==> config.mk <==
export PLATFORM = sky130hd
export DESIGN_NAME = uart_char_framer
export DESIGN_NICKNAME = d
export VERILOG_FILES = /design/src/rtl/ufr_pkg.sv /design/src/rtl/ufr_control.sv /design/src/rtl/ufr_datapath.sv /design/src/rtl/uart_char_framer.sv
export SDC_FILE = /design/constraint.sdc
export NUM_CORES = 1
export LEC_CHECK = 0
export ABC_AREA = 1
export BUFFER_PORTS_ARGS = -buffer_cell sky130_fd_sc_hd__buf_2
export CAP_MARGIN = 40
export CORE_MARGIN = 1.5
export CORE_UTILIZATION = 30
export CTS_CLUSTER_DIAMETER = 120
export DETAILED_ROUTE_END_ITERATION = 8
export PLACE_DENSITY = 0.47
export SYNTH_ARGS = -nofsm -noshare
export SYNTH_HDL_FRONTEND = slang
export SYNTH_HIERARCHICAL = 1
export SYNTH_SLANG_ARGS = --single-unit
==> constraint.sdc <==
create_clock -name clk -period 5.3 [get_ports clk]
set_clock_uncertainty 0.15 [all_clocks]
set_input_delay 1.06 -clock clk [delete_from_list [all_inputs] [get_ports clk]]
set_output_delay 1.06 -clock clk [all_outputs]
set_load 0.005 [all_outputs]
==> src/rtl/ufr_pkg.sv <==
package ufr_pkg;
  localparam int DATA_W  = 8;
  localparam int REG_W   = 8;
  localparam int FRAME_W = DATA_W + 4;
  localparam int CNT_W   = $clog2(FRAME_W + 1);

  typedef enum logic [1:0] {
    PAR_CALC  = 2'b00,
    PAR_FIXED = 2'b01,
    PAR_NONE  = 2'b10,
    PAR_WAKE  = 2'b11
  } extraMode_e;

  typedef struct packed {
    logic [1:0] lenCode;
    extraMode_e extraMode;
    logic       typeBit;
    logic       twoStop;
  } modeCfg_t;

  typedef struct packed {
    logic             txLoad;
    logic             txShift;
    logic             rxSample;
    logic             rxFinish;
    logic [CNT_W-1:0] rxIdx;
  } ctrlStrobe_t;

  function automatic int dataBits(input logic [1:0] code);
    return 5 + int'(code);
  endfunction
endpackage

==> src/rtl/ufr_control.sv <==
module ufr_control
  import ufr_pkg::*;
(
  input  logic             clk,
  input  logic             rstN,
  input  logic             cfgWrEn,
  input  logic             cfgRdEn,
  input  logic             ptrSel,
  input  logic [REG_W-1:0] cfgWrData,
  output logic [REG_W-1:0] cfgRdData,
  input  logic             baudTick,
  input  logic             txStart,
  input  logic             rxd,
  output logic             txBusy,
  output modeCfg_t         cfg,
  output ctrlStrobe_t      strb
);
  logic             ptrAtB;
  logic [REG_W-1:0] modeA, modeB;
  logic [CNT_W-1:0] txCnt, rxIdx, nData, frameLen, stopIdx;
  logic             rxActive, hasExtra, loadNow, startNow, cfgAccess;

  assign cfgAccess = cfgWrEn | cfgRdEn;
  assign cfgRdData = ptrAtB ? modeB : modeA;

  assign cfg.lenCode   = modeA[1:0];
  assign cfg.typeBit   = modeA[2];
  assign cfg.extraMode = extraMode_e'(modeA[4:3]);
  assign cfg.twoStop   = modeB[0];

  assign hasExtra = (cfg.extraMode != PAR_NONE);
  assign nData    = CNT_W'(dataBits(cfg.lenCode));
  assign frameLen = nData + CNT_W'(2) + CNT_W'(hasExtra) + CNT_W'(cfg.twoStop);
  assign stopIdx  = nData + CNT_W'(hasExtra);

  // configuration registers and access pointer
  always_ff @(posedge clk or negedge rstN) begin
    if (!rstN) begin
      ptrAtB <= 1'b0;
      modeA  <= '0;
      modeB  <= '0;
    end else begin
      if (cfgWrEn) begin
        if (ptrAtB) modeB <= cfgWrData;
        else        modeA <= cfgWrData;
      end
      if (ptrSel)         ptrAtB <= 1'b0;
      else if (cfgAccess) ptrAtB <= 1'b1;
    end
  end


  ptr_advance_chk: assert property (@(posedge clk) disable iff (!rstN)
    (cfgAccess && !ptrSel && !ptrAtB) |=> ptrAtB);

  ptr_return_chk: assert property (@(posedge clk) disable iff (!rstN)
    ptrSel |=> !ptrAtB);

  // transmit sequencing
  assign loadNow      = txStart && !txBusy;
  assign strb.txLoad  = loadNow;
  assign strb.txShift = txBusy && baudTick && (txCnt != '0);

  always_ff @(posedge clk or negedge rstN) begin
    if (!rstN) begin
      txBusy <= 1'b0;
      txCnt  <= '0;
    end else if (loadNow) begin
      txBusy <= 1'b1;
      txCnt  <= frameLen;
    end else if (txBusy && baudTick) begin
      if (txCnt != '0) txCnt  <= txCnt - CNT_W'(1);
      else             txBusy <= 1'b0;
    end
  end


  tx_start_ignored_chk: assert property (@(posedge clk) disable iff (!rstN)
    (txBusy && txStart && !baudTick) |=> $stable(txCnt));

  // receive sequencing
  assign startNow      = !rxActive && baudTick && !rxd;
  assign strb.rxSample = rxActive && baudTick;
  assign strb.rxIdx    = rxIdx;
  assign strb.rxFinish = strb.rxSample && (rxIdx == stopIdx);

  always_ff @(posedge clk or negedge rstN) begin
    if (!rstN) begin
      rxActive <= 1'b0;
      rxIdx    <= '0;
    end else if (startNow) begin
      rxActive <= 1'b1;
      rxIdx    <= '0;
    end else if (strb.rxSample) begin
      if (strb.rxFinish) rxActive <= 1'b0;
      else               rxIdx    <= rxIdx + CNT_W'(1);
    end
  end
endmodule

==> src/rtl/ufr_datapath.sv <==
module ufr_datapath
  import ufr_pkg::*;
(
  input  logic              clk,
  input  logic              rstN,
  input  modeCfg_t          cfg,
  input  ctrlStrobe_t       strb,
  input  logic [DATA_W-1:0] txData,
  input  logic              rxd,
  output logic              txd,
  output logic              rxValid,
  output logic [DATA_W-1:0] rxData,
  output logic              rxParityErr,
  output logic              rxAddrFlag,
  output logic              rxFrameErr,
  output logic              rxBreak
);
  logic [DATA_W-1:0]  dataMask, txMasked, rxDataNext;
  logic [FRAME_W-1:0] txFrame, txShiftReg;
  logic [DATA_W:0]    rxBits;
  logic               hasExtra, txExtraBit, rxExtra, rxEven;
  int                 nDataInt;

  assign nDataInt = dataBits(cfg.lenCode);
  assign hasExtra = (cfg.extraMode != PAR_NONE);

  always_comb begin
    for (int i = 0; i < DATA_W; i++) dataMask[i] = (i < nDataInt);
  end

  assign txMasked   = txData & dataMask;
  assign txExtraBit = (cfg.extraMode == PAR_CALC) ? ((^txMasked) ^ cfg.typeBit) : cfg.typeBit;

  always_comb begin
    txFrame    = '1;
    txFrame[0] = 1'b0;
    for (int i = 0; i < DATA_W; i++)
      if (i < nDataInt) txFrame[i+1] = txData[i];
    for (int i = 0; i <= DATA_W; i++)
      if (hasExtra && i == nDataInt) txFrame[i+1] = txExtraBit;
  end

  always_ff @(posedge clk or negedge rstN) begin
    if (!rstN) begin
      txShiftReg <= '1;
      txd        <= 1'b1;
    end else if (strb.txLoad) begin
      txShiftReg <= txFrame;
    end else if (strb.txShift) begin
      txd        <= txShiftReg[0];
      txShiftReg <= {1'b1, txShiftReg[FRAME_W-1:1]};
    end
  end

  // receive field capture and decode
  assign rxDataNext = rxBits[DATA_W-1:0] & dataMask;
  assign rxEven     = ^rxDataNext;
  always_comb begin
    rxExtra = 1'b0;
    for (int i = 0; i <= DATA_W; i++)
      if (i == nDataInt) rxExtra = rxBits[i];
  end

  always_ff @(posedge clk or negedge rstN) begin
    if (!rstN) begin
      rxBits      <= '0;
      rxValid     <= 1'b0;
      rxData      <= '0;
      rxParityErr <= 1'b0;
      rxAddrFlag  <= 1'b0;
      rxFrameErr  <= 1'b0;
      rxBreak     <= 1'b0;
    end else begin
      rxValid <= strb.rxFinish;
      if (strb.rxSample && !strb.rxFinish) begin
        for (int i = 0; i <= DATA_W; i++)
          if (int'(strb.rxIdx) == i) rxBits[i] <= rxd;
      end
      if (strb.rxFinish) begin
        rxData      <= rxDataNext;
        rxFrameErr  <= !rxd;
        rxBreak     <= !rxd && (rxDataNext == '0) && !(hasExtra && rxExtra);
        rxAddrFlag  <= (cfg.extraMode == PAR_WAKE) && rxExtra;
        case (cfg.extraMode)
          PAR_CALC:  rxParityErr <= rxExtra != (rxEven ^ cfg.typeBit);
          PAR_FIXED: rxParityErr <= rxExtra != cfg.typeBit;
          default:   rxParityErr <= 1'b0;
        endcase
      end
    end
  end


  rx_valid_pulse_chk: assert property (@(posedge clk) disable iff (!rstN)
    rxValid |=> !rxValid);

  break_is_frame_err_chk: assert property (@(posedge clk) disable iff (!rstN)
    rxBreak |-> rxFrameErr);

  addr_excludes_parity_chk: assert property (@(posedge clk) disable iff (!rstN)
    rxValid |-> !(rxAddrFlag && rxParityErr));
endmodule

==> src/rtl/uart_char_framer.sv <==
module uart_char_framer
  import ufr_pkg::*;
(
  input  logic              clk,
  input  logic              rstN,
  input  logic              cfgWrEn,
  input  logic              cfgRdEn,
  input  logic              ptrSel,
  input  logic [REG_W-1:0]  cfgWrData,
  output logic [REG_W-1:0]  cfgRdData,
  input  logic              baudTick,
  input  logic              txStart,
  input  logic [DATA_W-1:0] txData,
  output logic              txBusy,
  output logic              txd,
  input  logic              rxd,
  output logic              rxValid,
  output logic [DATA_W-1:0] rxData,
  output logic              rxParityErr,
  output logic              rxAddrFlag,
  output logic              rxFrameErr,
  output logic              rxBreak
);
  modeCfg_t    cfg;
  ctrlStrobe_t strb;

  ufr_control i_control (
    .clk(clk), .rstN(rstN), .cfgWrEn(cfgWrEn), .cfgRdEn(cfgRdEn), .ptrSel(ptrSel),
    .cfgWrData(cfgWrData), .cfgRdData(cfgRdData), .baudTick(baudTick),
    .txStart(txStart), .rxd(rxd), .txBusy(txBusy), .cfg(cfg), .strb(strb)
  );

  ufr_datapath i_datapath (
    .clk(clk), .rstN(rstN), .cfg(cfg), .strb(strb), .txData(txData), .rxd(rxd),
    .txd(txd), .rxValid(rxValid), .rxData(rxData), .rxParityErr(rxParityErr),
    .rxAddrFlag(rxAddrFlag), .rxFrameErr(rxFrameErr), .rxBreak(rxBreak)
  );


  idle_line_high_chk: assert property (@(posedge clk) disable iff (!rstN)
    !txBusy |-> txd);
endmodule

Word-level counts from Yosys, hierarchy flattened
Cells that the tools add are included.
{"block": "word_totals", "reg_bits": 62, "inputBits": 24}
{"block": "classes", "eq_ne": 24, "mux": 45, "bitwise": 7, "n_reduce_logical": 55, "add_sub_neg": 7, "order_cmp": 8}
{"op": "$mux W1", "n": 35}
{"op": "$logic_not A32 Y1", "n": 1}
{"op": "$reduce_and A2 Y1", "n": 16}
{"op": "$mux W12", "n": 2}
{"op": "$mux W4", "n": 6}
{"op": "$logic_and A1 B1 Y1", "n": 21}
{"op": "$eq A4 B4 Y1 const B", "n": 5}
{"op": "$and A8 B8 Y8", "n": 2}
{"op": "$eq A3 B4 Y1 const A", "n": 4}
{"op": "$lt A3 B4 Y1 const A", "n": 4}
{"op": "$reduce_xor A8 Y1", "n": 2}
{"op": "$add A4 B1 Y4", "n": 3}
{"op": "$reduce_bool A2 Y1", "n": 6}
{"op": "$eq A2 B4 Y1 const A", "n": 2}
{"op": "$eq A4 B3 Y1 const B", "n": 2}
{"op": "$logic_not A8 Y1", "n": 1}
{"op": "$lt A1 B4 Y1 const A", "n": 2}
{"op": "$lt A2 B4 Y1 const A", "n": 2}
{"op": "$mux W8", "n": 1}
{"op": "$logic_not A1 Y1", "n": 5}
{"op": "$add A3 B2 Y4 const A", "n": 1}
{"op": "$add A4 B1 Y4 const B", "n": 1}
{"op": "$add A4 B2 Y4 const B", "n": 1}
{"op": "$eq A1 B4 Y1 const A", "n": 1}
{"op": "other kinds (16)", "n": 20}

Depth between registers and ports, before layout
Gate-level depths: netlist of the first run.
{"block": "depth", "word_depth": 14, "depth_mapped": 16, "mapped_depth_nobuf": 16}

Modules after synthesis
The synthesis of the first run kept the hierarchy.
{"module": "ufr_datapath", "area_per_inst_um2": 1756.7, "instances": 1, "cells_per_inst": 226}
{"module": "ufr_control", "area_per_inst_um2": 1612.8, "instances": 1, "cells_per_inst": 211}

Least setup slack after synthesis of the first run
OpenSTA, ideal clock, no wires.
{"block": "synth_timing", "kind": "register to register", "from": "reg i_control.modeA[0]", "to": "reg i_datapath.rxBits[4]", "stages_incl_launch_ff": 16, "synth_period_minus_slack_ns": 2.638, "path_slack_ns": 2.662, "path_buffers": 0, "arrival_ns": 2.357, "t_required_ns": 5.020, "cell_sequence": "dfrtp_1 -> inv_1 -> ha_1 -> inv_1 -> fa_1 -> nand2_1 -> nand2_2 -> nor2_4 -> nand3_4 -> inv_1 -> inv_1 -> nand2_1 -> nor3b_1 -> nand2_1 -> nand2_1 -> o21ai_0"}
{"element": "from (decl)", "line": "ufr_control.sv:19", "source": "logic [REG_W-1:0] modeA, modeB;"}
{"element": "from (signal assigned)", "line": "ufr_control.sv:45", "source": "else modeA <= cfgWrData;"}
{"element": "to (decl)", "line": "ufr_datapath.sv:20", "source": "logic [DATA_W:0] rxBits;"}

==> summary.md, run 1 <==
| Metric | Value |
|---|---|
| Crit-path max FO | 22 |
| Remaining antenna violation count | 0 |
| R2r setup slk | 1.82 ns |
| Most frequent cells in the layout | nand2_1 (142), inv_1 (56), dfrtp_1 (49) |
| Synth Warn # | 6 |
| GP Congestion | 0.777 |
| Clock latency on the worst-skew pair | 0.34 ns |
| Vias/cell | 4.49 |
| Vias in the first global route | 2784 |
| Final Non-Filler Cells | 627 |
| Design Area, Final | 0.00388 mm2 |
| Hold Slack | 0.330 ns |
| Worst slew pin tran | 0.772 ns |
| Fin crit period | 3.48 ns |
| Worst Reg2Reg Path Length in Cells | 14 |
| Cts repair resizes | 0 |
| Worst R2R End | i_datapath/rxBits[5] |
| Core Area | 0.0109 mm2 |
| DRC | 0 |
| Commonest non-fill, non-tap cell in the layout | nand2_1 |
| Final WL | 7.51 mm |
| Clock-pin slew on the worst setup and hold paths | 0.07 ns |
| Largest net degree at the start of global routing | 61 |
| Die Span X | 109 um |
| Dpl cells | 611 |
| Ratio of cells with drive above 1 in the final layout | 0.195 |
| Placed Area | 0.00370 mm2 |
| Max-cap violations | 0 |
| Die Area | 0.0119 mm2 |
| Total GRT Usage | 0.144 |
| First-pass GRT wire length | 13.2 mm |
| Power share of the clock group | 0.206 |
| Pre-antenna DRT Iters | 6 |
| Worst Path Arrival | 3.55 ns |
| Critical Path End | i_datapath/rxBits[5] |
| CTS tree | built |
| Total power | 1.83 mW |
| Row cnt | 38 |
| Initial core utilization | 0.309 |
| Dpl ws | 1.84 ns |
| Final Slew Violations | 0 |
| Final core utilization | 0.356 |
| Total number of vias | 2814 |
| CTS Buffer Depth | 2 |
| Port Buffer Count | 46 |
| Final setup viols | 0 |
| Synth Cell Area | 0.00336 mm2 |
| Worst setup margin | 1.82 ns |
| Internal power | 1.11 mW |
| Diode count | 0 |
| Cells after Synth | 436 |
| Total leakage power | 2.02 nW |
| Worst EP required | 5.37 ns |
| Worst r2r src | i_control/modeA[0] |
| Number of buffers created by CTS | 9 |
| Hold Fails Final Rpt | 0 |
| Sequential power share | 0.406 |
| Net switching power | 0.723 mW |
| Drt wl/cell | 12.0 um |
| Comb power frac | 0.388 |
| Highest clock rate | 287 MHz |
| Post-route setup TNS | 0 ns |
| PwrDens | 473 mW/mm2 |
| Initial antenna violation count | 0 |
| DR iter-0 viols | 128 |
| Root Buffer | clkbuf_8 |
| Die Ht | 109 um |
| Critical path origin | i_control/modeA[0] |
| Crit path kind | reg2reg |
| RSZ-0062 raised after global routing | no |
| Syn nets | 472 |
| HP Class | reg2reg |
| # IOs | 47 |
| Number of buffers added for setup after CTS | 0 |
| Mean Syn Cell Area | 7.71 um2 |
| CP Launch Type | register |
| Outcome | finished clean |
| CP Capture Type | register |
| Post-CTS Hold Buffers | 0 |
| CTS sink cnt | 60 |
| Switching part of the total power | 0.394 |
| H-tree depth | 3 |
| HPWL after detailed placement | 5.51 mm |
| Fin crit share | 0.657 |
| Peak VDD IR | 126 uV |
| Max_slew headroom | 0.485 |
| GR Overflow Total | 0 |
| Final Net Count | 518 |
| Synth-to-Final Area Change | 15.3% |
routing by layer:
| layer | wire (um) | part of all wire | global-route usage | vias up |
|---|---|---|---|---|
| met3 | 369 | 0.049 | 0.0377 | 10 |
| met4 | 127 | 0.017 | 0.0564 | 0 |
| met5 | 0 | 0 | 0 | - |
| met2 | 3230 | 0.43 | 0.222 | 60 |
| met1 | 3790 | 0.50 | 0.192 | 1275 |
| li1 | - | - | - | 1469 |
power by group through the flow:
stage | Clock (mW) | Sequential (mW) | Combinational, mW
floorplan | 0 | 0.720 | 0.553
global placement | 0 | 0.752 | 0.710
detailed placement | 0 | 0.753 | 0.722
CTS | 0.395 | 0.745 | 0.726
global route | 0.419 | 0.766 | 0.841
finish | 0.377 | 0.745 | 0.712
how the worst min path moves through the flow:
stage,startpoint,endpoint,slack (ns),cells after the start
2_1_floorplan,i_datapath/rxBits[8],i_datapath/rxBits[8],0.30,2
3_3_place_gp,i_datapath/rxFrameErr,i_datapath/rxFrameErr,0.31,2
3_5_place_dp,i_datapath/rxFrameErr,i_datapath/rxFrameErr,0.31,2
4_1_cts,i_datapath/rxFrameErr,i_datapath/rxFrameErr,0.33,2
5_1_grt,i_datapath/txShiftReg[4],i_datapath/txShiftReg[3],0.36,2
6_report,i_datapath/rxFrameErr,i_datapath/rxFrameErr,0.33,2
registers in the layout (all words and copies together) (netlist names), 4 cells and up:
register / cells
i_control/txCnt: 4
i_control/modeA: 8
i_control/rxIdx: 4
i_control/modeB: 8
i_datapath/txShiftReg: 10
i_datapath/rxBits: 9
i_datapath/rxData: 8
cell type report:
| type | instances | area (um2) |
|---|---|---|
| clock buffer | 12 | 155 |
| clock inverter | 4 | 25.0 |
| fill | 1149 | 7010 |
| inverter | 61 | 229 |
| multi-input combinational | 303 | 1540 |
| sequential | 60 | 1520 |
| tap | 140 | 175 |
| timing repair buffer | 47 | 238 |
worst max-delay path, stage by stage, from the launching register on:
cell     delay (ns)
dfrtp_1        0.50
inv_1          0.19
ha_1           0.24
inv_1          0.06
fa_1           0.42
nor2_1         0.14
nor2_2         0.06
nand3_4        0.12
inv_1          0.10
inv_1          0.44
nand2_1        0.18
nor3b_1        0.46
nand2_1        0.13
nand2_1        0.08
o21ai_0        0.07
No activity file was read; power rests on OpenSTA's default activity.
==> run 2: changes to the inputs <==
--- a/config.mk
+++ b/config.mk
@@ -5,7 +5,7 @@
 export SDC_FILE = /design/constraint.sdc
 export NUM_CORES = 1
 export LEC_CHECK = 0
-export ABC_AREA = 1
+export ABC_AREA = 0
 export BUFFER_PORTS_ARGS = -buffer_cell sky130_fd_sc_hd__buf_2
 export CAP_MARGIN = 40
 export CORE_MARGIN = 1.5
==> constraint.sdc (replaced) <==
create_clock -name clk -period 3.3 [get_ports clk]
set_clock_uncertainty 0.15 [all_clocks]
set_input_delay 0.66 -clock clk [delete_from_list [all_inputs] [get_ports clk]]
set_output_delay 0.66 -clock clk [all_outputs]
set_load 0.005 [all_outputs]
==> run 2 against run 1 <==
  * Synthesized cell count decreased by 29%
  * Synthesized area increased by 0.82%
  * Register-to-register slack got worse by 1.5 ns
  * Global-route usage decreased by 1.6 points
  * Flip-flop and latch count unchanged
  * Maximum frequency increased by 16%
  * Critical path type unchanged
  * Critical endpoint is now i_datapath/rxBits[7]
  * Largest cell class unchanged
==> summary.md, run 2 <==
| Metric | Value |
|---|---|
| Dpl cells | 489 (-20%) |
| DR iter-0 viols | 59 (-54%) |
| Number of buffers added for setup after CTS | 0 (unchanged) |
| Synth-to-Final Area Change | 20.7% |
| Slowest cell on the critical path | fa_1 |
| Port Buffer Count | 46 (unchanged) |
| Cells after Synth | 310 (-29%) |
| Final WL | 6.97 mm (-7.3%) |
| Crit-path cells | nand2b_1, ha_1, inv_1, fa_1, and3b_1, o211a_1, and2_1, nand2b_1, nor3b_2, nand3_1, mux2_2 |
| HPWL after detailed placement | 4.95 mm (-10%) |
| Placed Area | 0.00377 mm2 (+2.0%) |
| Max-cap violations | 0 (unchanged) |
| Remaining antenna violation count | 0 (unchanged) |
| Core Area | 0.0109 mm2 (+0.44%) |
| Hold Fails Final Rpt | 0 (unchanged) |
| Vias in the first global route | 2417 (-13%) |
| Design Area, Final | 0.00409 mm2 (+5.6%) |
| CTS Buffer Depth | 2 (unchanged) |
| CTS tree | built |
| RSZ-0062 raised after global routing | no |
| Highest clock rate | 332 MHz (+16%) |
| Worst Path Arrival | 3.08 ns (-0.47 ns) |
| Diode count | 0 (unchanged) |
| Top flop regs | i_datapath/txShiftReg x10, i_datapath/rxBits x9 |
| Fin crit period | 3.01 ns (-0.470 ns) |
| Final Net Count | 396 (-24%) |
| Final setup viols | 0 (unchanged) |
| CP peak stage delay | 0.43 ns (-0.07 ns) |
| Worst R2R End | i_datapath/rxBits[7] |
| Worst Reg2Reg Path Length in Cells | 11 (-3) |
| Root Buffer | clkbuf_16 |
| Clock-pin slew on the worst setup and hold paths | 0.05 ns (-0.02 ns) |
| Worst r2r src | i_control/modeA[4] |
| Post-CTS Hold Buffers | 0 (unchanged) |
| Number of buffers created by CTS | 9 (unchanged) |
| Die Span X | 109 um (+0.40%) |
| Die Area | 0.0119 mm2 (+0.80%) |
| Vias/cell | 4.85 (+8.1%) |
| Commonest non-fill, non-tap cell in the layout | dfrtp_1 |
| Initial antenna violation count | 0 (unchanged) |
| Met3 Use GR | 0.0474 (+0.00976) |
| Final Slew Violations | 0 (unchanged) |
| Final Non-Filler Cells | 505 (-19%) |
| DRC | 0 (unchanged) |
| Peak VDD IR | 341 uV (+170%) |
| Largest net degree at the start of global routing | 61 (unchanged) |
| Total number of vias | 2450 (-13%) |
| Post-route setup TNS | 0 ns (unchanged) |
| HP Class | in2async |
| CP Capture Type | register |
| R2r setup slk | 0.29 ns (-1.53 ns) |
| Synth Cell Area | 0.00339 mm2 (+0.82%) |
| Crit path kind | reg2reg |
| CP Launch Type | register |
| Syn nets | 346 (-27%) |
| Initial core utilization | 0.310 (+0.00117) |
| Pre-antenna DRT Iters | 4 (-2) |
| Total leakage power | 1.85 nW (-8.7%) |
| Max_slew headroom | 0.461 (-0.0245) |
| Crit-path max FO | 5 (-77%) |
| Die Ht | 109 um (+0.40%) |
| Final core utilization | 0.374 (+0.0181) |
| Synth Warn # | 6 (unchanged) |
| First-pass GRT wire length | 11.5 mm (-13%) |
| Met1 Track Usage GR | 0.155 (-0.0376) |
| Worst EP required | 3.37 ns (-2.00 ns) |
| Drt wl/cell | 13.8 um (+15%) |
| Most frequent cells in the layout | dfrtp_1 (49), buf_2 (46), mux2_2 (35) |
| H-tree depth | 3 (unchanged) |
| Crit-path most repeated cell | nand2b_1 |
| Row cnt | 38 (unchanged) |
| Worst slew pin tran | 0.807 ns (+0.0351 ns) |
| Outcome | finished clean |
| CTS sink cnt | 60 (unchanged) |
| Total GRT Usage | 0.128 (-0.0161) |
| PwrDens | 837 mW/mm2 (+77%) |
| Mean Syn Cell Area | 10.9 um2 (+42%) |
| # IOs | 47 (unchanged) |
| Hold Slack | 0.177 ns (-0.153 ns) |
| Cts repair resizes | 0 (unchanged) |
| Largest register FFs | 10 (unchanged) |
| GP Congestion | 0.760 (-2.1%) |
| Total power | 3.43 mW (+87%) |
| GRT busiest layer | met2 |
| Ratio of cells with drive above 1 in the final layout | 0.367 (+0.172) |
| Largest Register | i_datapath/txShiftReg |
| GR Layer Usage met2 | 0.201 (-0.0210) |
| Worst setup margin | 0.289 ns (-1.53 ns) |
| Dpl ws | 0.295 ns (-1.55 ns) |
| GR Overflow Total | 0 (unchanged) |
| Fin crit share | 0.913 (+0.256) |
| Clock latency on the worst-skew pair | 0.33 ns (about the same) |
[run 2: worst max-delay path by stage]
stage	start	end	slack (ns)	cells after the start
CTS	i_control/modeA[4]	i_datapath/rxBits[7]	0.28	11
detailed placement	i_control/modeA[4]	i_datapath/rxBits[7]	0.29	11
global placement	i_control/modeA[4]	i_datapath/rxBits[7]	0.36	11
global route	i_control/modeA[4]	i_datapath/rxBits[7]	0.08	11
floorplan	i_control/modeA[0]	i_datapath/rxBits[7]	0.16	12
finish	i_control/modeA[4]	i_datapath/rxBits[7]	0.29	11
[run 2: cell type report]
type | instances | area (um2)
Inverter | 25 | 93.8
Sequential cell | 60 | 1520
Tap cell | 140 | 175
Clock buffer | 13 | 280
Fill cell | 1107 | 6840
Clock inverter | 3 | 42.5
Multi-Input combinational cell | 208 | 1670
Timing Repair Buffer | 56 | 318
[run 2: worst max-delay path: cells and delay by family (launching register included)]
family          cells  cell delay, ns
simple gates        6            1.20
fa+ha+maj           2            0.58
flops               1            0.37
compound gates      1            0.27
mux                 1            0.28
buf+inv             1            0.05
[run 2: layer usage]
layer	share of wire	routed length, um
met5	0	0
met4	0.022	150
met3	0.055	380
met2	0.45	3150
met1	0.47	3280
[run 2: report_power, final]
group	switching [mW]	internal [mW]	total (mW)	leakage, nW
Combinational	0.568	0.609	1.18	0.978
Clock	0.322	0.664	0.987	0.158
Sequential	0.221	1.04	1.26	0.711
Total	1.11	2.31	3.43	1.85
